$ cat config.mk
export PLATFORM = sky130hd
export DESIGN_NAME = sw_txn_seq
export DESIGN_NICKNAME = d
export VERILOG_FILES = /design/src/rtl/sw_txn_seq.sv
export SDC_FILE = /design/constraint.sdc
export NUM_CORES = 1
export LEC_CHECK = 0
export BUFFER_PORTS_ARGS = -buffer_cell sky130_fd_sc_hd__buf_2
export CORE_MARGIN = 2
export CORE_UTILIZATION = 25
export CTS_BUF_LIST = sky130_fd_sc_hd__clkbuf_16
export CTS_CLUSTER_SIZE = 20
export DETAILED_ROUTE_END_ITERATION = 7
export PLACE_DENSITY = 0.49
export SLEW_MARGIN = 20
export SYNTH_ARGS = -nofsm -noshare
export SYNTH_HDL_FRONTEND = slang
export SYNTH_SLANG_ARGS = --single-unit
$ cat constraint.sdc
create_clock -name clk -period 2.1 [get_ports clk]
set_input_delay 0.42 -clock clk [delete_from_list [all_inputs] [get_ports clk]]
set_output_delay 0.42 -clock clk [all_outputs]
set_load 0.03 [all_outputs]
$ cat src/rtl/sw_txn_seq.sv
module sw_txn_seq #(
  parameter int MAX_RD       = 16,
  parameter int QUIET_CYCLES = 250000
) (
  input  logic        clk,
  input  logic        rst_n,
  input  logic        cmd_valid,
  output logic        cmd_ready,
  input  logic [15:0] cmd_frame,
  input  logic        cmd_rd,
  input  logic        cmd_crc,
  input  logic [4:0]  cmd_len,
  input  logic [15:0] cmd_wdata,
  output logic        brk_req,
  input  logic        brk_done,
  output logic        tx_req,
  output logic [7:0]  tx_byte,
  input  logic        tx_ack,
  input  logic        tx_err,
  output logic        rx_req,
  input  logic        rx_ack,
  input  logic        rx_err,
  input  logic [7:0]  rx_byte,
  output logic        rd_valid,
  output logic [7:0]  rd_data,
  output logic        in_txn,
  output logic        done,
  output logic        err
);
  localparam int LW = $clog2(MAX_RD + 2);
  localparam int QW = $clog2(QUIET_CYCLES + 1);

  typedef enum logic [2:0] {
    S_IDLE, S_BREAK, S_FRM_LO, S_FRM_HI, S_WR, S_RD, S_QUIET, S_DONE
  } st_t;

  st_t         st;
  logic [15:0] frame_q, wdata_q;
  logic        rd_q, wr_idx, err_q, rdv_q;
  logic [7:0]  rdd_q;
  logic [LW-1:0] rd_left, eff_len;
  logic [QW-1:0] qcnt;

  always_comb begin
    if (cmd_len == 5'd0)                   eff_len = LW'(1);
    else if (int'(cmd_len) > MAX_RD)       eff_len = LW'(MAX_RD);
    else                                   eff_len = LW'(cmd_len);
  end

  assign cmd_ready = (st == S_IDLE);
  assign in_txn    = (st != S_IDLE);
  assign brk_req   = (st == S_BREAK);
  assign tx_req    = (st == S_FRM_LO) || (st == S_FRM_HI) || (st == S_WR);
  assign rx_req    = (st == S_RD);
  assign done      = (st == S_DONE);
  assign err       = done && err_q;
  assign rd_valid  = rdv_q;
  assign rd_data   = rdd_q;

  always_comb begin
    case (st)
      S_FRM_LO: tx_byte = frame_q[7:0];
      S_FRM_HI: tx_byte = frame_q[15:8];
      S_WR:     tx_byte = wr_idx ? wdata_q[15:8] : wdata_q[7:0];
      default:  tx_byte = 8'h00;
    endcase
  end

  always_ff @(posedge clk) begin
    if (!rst_n) begin
      st      <= S_IDLE;
      frame_q <= '0;
      wdata_q <= '0;
      rd_q    <= 1'b0;
      wr_idx  <= 1'b0;
      err_q   <= 1'b0;
      rd_left <= '0;
      qcnt    <= '0;
      rdv_q   <= 1'b0;
      rdd_q   <= '0;
    end else begin
      rdv_q <= (st == S_RD) && rx_ack && !rx_err;
      if ((st == S_RD) && rx_ack) rdd_q <= rx_byte;
      case (st)
        S_IDLE: if (cmd_valid) begin
          frame_q <= cmd_frame;
          wdata_q <= cmd_wdata;
          rd_q    <= cmd_rd;
          rd_left <= eff_len + LW'(cmd_crc);
          err_q   <= 1'b0;
          st      <= S_BREAK;
        end
        S_BREAK: if (brk_done) st <= S_FRM_LO;
        S_FRM_LO: if (tx_ack) begin
          if (tx_err) begin err_q <= 1'b1; st <= S_DONE; end
          else st <= S_FRM_HI;
        end
        S_FRM_HI: if (tx_ack) begin
          wr_idx <= 1'b0;
          if (tx_err) begin err_q <= 1'b1; st <= S_DONE; end
          else st <= rd_q ? S_RD : S_WR;
        end
        S_WR: if (tx_ack) begin
          if (tx_err) begin err_q <= 1'b1; st <= S_DONE; end
          else if (wr_idx) begin qcnt <= '0; st <= S_QUIET; end
          else wr_idx <= 1'b1;
        end
        S_RD: if (rx_ack) begin
          if (rx_err) begin err_q <= 1'b1; st <= S_DONE; end
          else begin
            rd_left <= rd_left - LW'(1);
            if (rd_left == LW'(1)) st <= S_DONE;
          end
        end
        S_QUIET: begin
          if (qcnt == QW'(QUIET_CYCLES - 1)) st <= S_DONE;
          else qcnt <= qcnt + QW'(1);
        end
        S_DONE:  st <= S_IDLE;
        default: st <= S_IDLE;
      endcase
    end
  end
endmodule

==> out/qor.csv, run 1 <==
metric,value,unit
io_buffers,78,
synth_nets,502,
finish.utilization,0.3399,
synth_edf_count,0,
fin_crit_sh,0.9780,
skew,0.004980,ns
crit_family,buffers and inverters,
clk_latency,0.34,ns
cap_violations,0,
grt_pass1_wl,15810,um
io_pins,79,
tightest_slew,0.5739,ns
path_buf_inv,2,
cts_setup_buffers,0,
cp-endpoint,tx_byte[4],
max_slew_margin,0.6114,
ys.flop_type,dfxtp_1,
multi_input_area,0.002158,mm2
r2r_cells,5,
drcViolationCount,0,
hold_buffers,0,
rsz0062_at_grt,yes,
place_area,0.004313,mm2
syn_area,0.003592,mm2
min_path_cells,2,
avgSynthCellArea,8.127,um2
ys_seq_area_frac,0.3901,
nNetsFinal,588,
cts_tree,done,
slowest_stage,dfxtp_1,
p_leak,1.780,nW
num_rows,43,
cp.required,1.68,ns
crit_path_end_kind,output port,
die_area,0.01534,mm2
drive_gt1_frac,0.2720,
cts_root_buf,clkbuf_16,
r2r_slack,0.08,ns
cts_max_level,3,
grt_pass1_vias,3196,
final_common_cell,nand2_1,
hpwl,6964,um
grt_use_total,0.1336,
ys_types,55,
fin_ws,0.04612,ns
crit_fanout,20,
clockBufferDepth,2,
grt_max_degree,35,
globalRoute.totalOverflow,0,
criticalPathCategory,register to output port,
dieHeight,123.9,um
synth_warnings,0,
antenna_found_initial,0,
worstPathArrival,1.63,ns
setup_violations,0,
area_growth,31.87,%
regArea,0.001403,mm2
fin_total_pwr,4.733,mW
core,0.01393,mm2
final_area,0.004737,mm2
fp.dieW,123.9,um
p_per_area,999.1,mW/mm2
path_depth,5,
irDropWorstVdd,0.4740,mV
syn_inst,442,
clkSinkCount,70,
path_cells,buf_4 -> nor2_4 -> nand2_2 -> o22ai_2 -> clkbuf_4,
r2r-end,qcnt[16],
final_cell_mix,"nand2_1 (110), buf_2 (75), dfxtp_1 (69), a21boi_0 (37), buf_4 (20)",
viasPerCell,4.728,
ys_ff_latch,70,
drt-initial-drc-count,85,
hold_viol,0,
vias,3376,
clkTransAtPathRegs,0.06,ns
hold_class,input pin to register,
fin_crit,2.054,ns
cp-startpoint,st[1],
firstDrtPassIters,4,
async_flop_share,0,
initial_core_util,0.2578,
wl_per_cell,13.63,um
slowest_delay,0.31,ns
fill_cells,1498,
place_ws,-0.1213,ns
slew_viol_final,0,
r2r_start,st[0],
gp_congestion,0.8006,
cts_inserted_buffers,9,
fmax,0.4869,GHz
ant_nets,0,
drt-total-wl,9730,um
startpoint_type,register,
status,"finished, final reports clean",
synth_stat cells (7+ instances only):
library cell  instances  share of area
a21boi_1              8          0.017
nor2_1               14          0.015
o22ai_1               9          0.016
a21boi_0             37          0.077
or3_1                 7          0.012
dfxtp_1              70           0.39
a21oi_1              17          0.024
and2_1                8          0.014
o21ai_1               7         0.0098
inv_1                 7         0.0073
o21ai_0              14          0.020
nand2_1             112           0.12
nand3_1               8          0.011
nand2b_1              9          0.016
clkbuf_1             19          0.020
mux2i_1              21          0.059
metal layers:
layer	wire, um	GRT usage	vias to the layer above
li1	-	-	1722
met3	637	0.05403	10
met2	4350	0.2074	74
met1	4628	0.1722	1570
met5	0	0	-
met4	114	0.03409	0
cell type report:
class / instances / share of cell area
antenna: 1 / 0.0005283
tap: 180 / 0.04754
inverter: 7 / 0.005547
sequential: 70 / 0.2961
clock inverter: 7 / 0.01875
timing repair buffer: 101 / 0.1284
clock buffer: 9 / 0.04754
multi-input combinational: 339 / 0.4556
cells by family after synthesis:
family,synth area share
AO/OA/AOI/OAI,0.2184
buffers and inverters,0.04633
multiplexers,0.06165
flip-flops,0.3901
XOR/XNOR,0.007316
adder cells (fa/ha/maj),0.01742
AND/OR/NAND/NOR,0.2588
state kept, by name, summed over array words and instances (netlist names):
signal	count
qcnt	18
frame_q	16
wdata_q	16
rd_data	8
rd_left	5
st	3
err_q	1
rd_q	1
rd_valid	1
wr_idx	1
worst register-to-register path: stages, from the launching register on:
cell	delay, ns
dfxtp_1	0.33
or4b_4	0.56
o211ai_4	0.26
o2111ai_4	0.20
or4_1	0.44
a21oi_1	0.15
worst min-delay path by stage:
stage,from,endpoint
floorplan,frame_q[0],frame_q[0]
global placement,frame_q[3],frame_q[3]
detailed placement,frame_q[15],frame_q[15]
CTS,rx_err,rd_valid
global route,rx_err,rd_valid
finish,rx_err,rd_valid
per-stage QoR:
stage                     setup TNS (ns)  instances  hold WS [ns]
after floorplan                 -0.02861        442        0.4344
after global placement           -0.1393        696        0.4454
after detailed placement         -0.3973        696        0.4481
after CTS                      -0.005113        713        0.2995
after global routing            -0.05049        713        0.3116
final                                  0        714        0.3089
repair_timing:
item | CTS | global route
resized for setup | 6 | 18
endpoints found under the setup margin | 9 | 16
cloned | 1 | 0
power breakdown:
part	switching [mW]	leakage, nW	internal [mW]	total [mW]
Sequential	0.117	0.570	1.50	1.62
Combinational	0.904	1.06	0.599	1.50
Clock	0.579	0.150	1.03	1.61
Total	1.60	1.78	3.13	4.73
Note: power is estimated with default switching activity, not from simulation.
==> run 2, diff against run 1 <==
clock period = 2 ns   (was 2.1 ns; I/O delays follow)
==> out/qor.csv, run 2 (synthesis gave the netlist of run 1 again) <==
metric,value,unit
multi_input_area,0.002218,mm2
fmax,0.4951,GHz
status,"complete, but fails checks",
fin_crit_sh,1.010,
criticalPathCategory,register to register,
slowest_stage,or4b_4,
startpoint_type,register,
ant_nets,0,
regArea,0.001409,mm2
cts_root_buf,clkbuf_16,
final_cell_mix,"nand2_1 (110), buf_2 (73), dfxtp_1 (68), a21boi_0 (37), buf_4 (28)",
path_cells,or4b_4 -> o211ai_4 -> o2111ai_4 -> buf_6 -> buf_4 -> o31ai_4 -> a21oi_1,
fin_total_pwr,4.927,mW
cts_max_level,3,
max_slew_margin,0.7366,
grt_use_total,0.1368,
grt_pass1_vias,3283,
hold_class,input pin to register,
num_rows,43,
clockBufferDepth,2,
wl_per_cell,13.72,um
seq_power_share,0.345,
fin_ws,-0.01971,ns
initial_core_util,0.2578,
clkTransAtPathRegs,0.05,ns
hpwl,6890,um
largest_reg_flops,18,
drt-total-wl,9920,um
tightest_slew,0.3890,ns
skew,0.005190,ns
antenna_found_initial,1,
viasPerCell,4.700,
cp.required,2.22,ns
p_leak,1.864,nW
grt_max_degree,35,
nNetsFinal,598,
firstDrtPassIters,4,
switchingPower,1.688,mW
internal_power,3.239,mW
clkSinkCount,70,
io_pins,79,
final_common_cell,nand2_1,
vias,3398,
reg_top3,"qcnt: 18 flops, frame_q: 16 flops, wdata_q: 16 flops",
gp_congestion,0.7737,
combPwrFrac,0.337,
rsz0062_at_grt,yes,
drt-initial-drc-count,141,
worstPathArrival,2.24,ns
grt_pass1_wl,15980,um
switching_share,0.3426,
die_area,0.01534,mm2
diodes,0,
cap_violations,0,
drive_gt1_frac,0.3131,
hold_viol,0,
drcViolationCount,0,
globalRoute.totalOverflow,0,
fill_cells,1467,
crit_fanout,5,
place_area,0.004328,mm2
crit_path_end_kind,register,
fin_crit,2.020,ns
area_growth,36.75,%
slew_viol_final,0,
cts_inserted_buffers,9,
clk_latency,0.34,ns
setup_violations,6,
slowest_delay,0.53,ns
irDropWorstVdd,0.6867,mV
core,0.01393,mm2
violations,setup timing,
final_area,0.004912,mm2
dieHeight,123.9,um
p_clk_frac,0.318,
p_per_area,1003,mW/mm2
cts_tree,done,
largest-register,qcnt,
fp.dieW,123.9,um
hold_buffers,0,
io_buffers,78,
-- run 2: cell count changes in the layout (fill, tap and decap cells not counted), moves of 2 or more --
cell	change
a21oi_1	-6
dfxtp_4	+2
nand2_2	-2
buf_8	+2
or3_4	+5
a21oi_2	+6
buf_4	+8
buf_2	-2
clkbuf_4	-2
buf_6	+5
or3_1	-5
-- run 2: metrics by stage --
step | utilization | instances | setup TNS, ns | worst slack [ns] | hold WS (ns)
floorplan | - | 442 | -0.05872 | -0.02936 | 0.4344
global placement | 0.3106 | 698 | -0.7205 | -0.1690 | 0.4475
detailed placement | 0.3106 | 698 | -1.079 | -0.1934 | 0.4504
CTS | 0.3419 | 719 | 0 | 0.003521 | 0.2731
global route | 0.3525 | 723 | -0.5729 | -0.08900 | 0.2698
finish | 0.3525 | 723 | -0.08263 | -0.01971 | 0.2826
-- run 2: power by group through the flow --
stage	sequential, mW	clock [mW]	combinational [mW]
6_report	1.70	1.57	1.66
2_1_floorplan	1.69	0	1.07
3_5_place_dp	1.71	0	1.50
5_1_grt	1.73	1.71	1.82
4_1_cts	1.70	1.63	1.62
3_3_place_gp	1.71	0	1.49
-- run 2: final timing paths --
check / startpoint / end / slack [ns] / depth (start not counted)
setup / recovery: st[0] / qcnt[16] / -0.02 / 7
setup reg to reg: st[0] / qcnt[16] / -0.02 / 7
hold reg to reg: wdata_q[14] / wdata_q[14] / 0.45 / 2
hold / removal: rx_err / rd_valid / 0.28 / 2
-- run 2: critical path: cells and delay by family, from the launching register on --
family,cells,cell delay (ns)
AO/OA/AOI/OAI,4,0.72
buffers and inverters,2,0.30
flip-flops,1,0.35
AND/OR/NAND/NOR,1,0.53
-- run 2: routing by layer --
metal | GRT usage | part of all wire
met5 | 0 | 0.0013
met1 | 0.1657 | 0.45
met4 | 0.04332 | 0.014
met3 | 0.05861 | 0.062
met2 | 0.2188 | 0.47
-- run 2: repair_timing --
action / CTS / global route
buffers inserted: 4 / 4
setup endpoints to repair: 11 / 23
gates resized for setup: 22 / 29
pin swaps: 5 / 11
gates cloned: 1 / 0
-- run 2: final cells by class --
| cell class | count | share of cell area |
|---|---|---|
| clock inverters | 7 | 0.01350 |
| well taps | 180 | 0.04585 |
| inverters | 7 | 0.005349 |
| repair buffers | 112 | 0.1510 |
| flip-flops and latches | 70 | 0.2868 |
| clock buffers | 9 | 0.04585 |
| multi-input cells | 338 | 0.4516 |
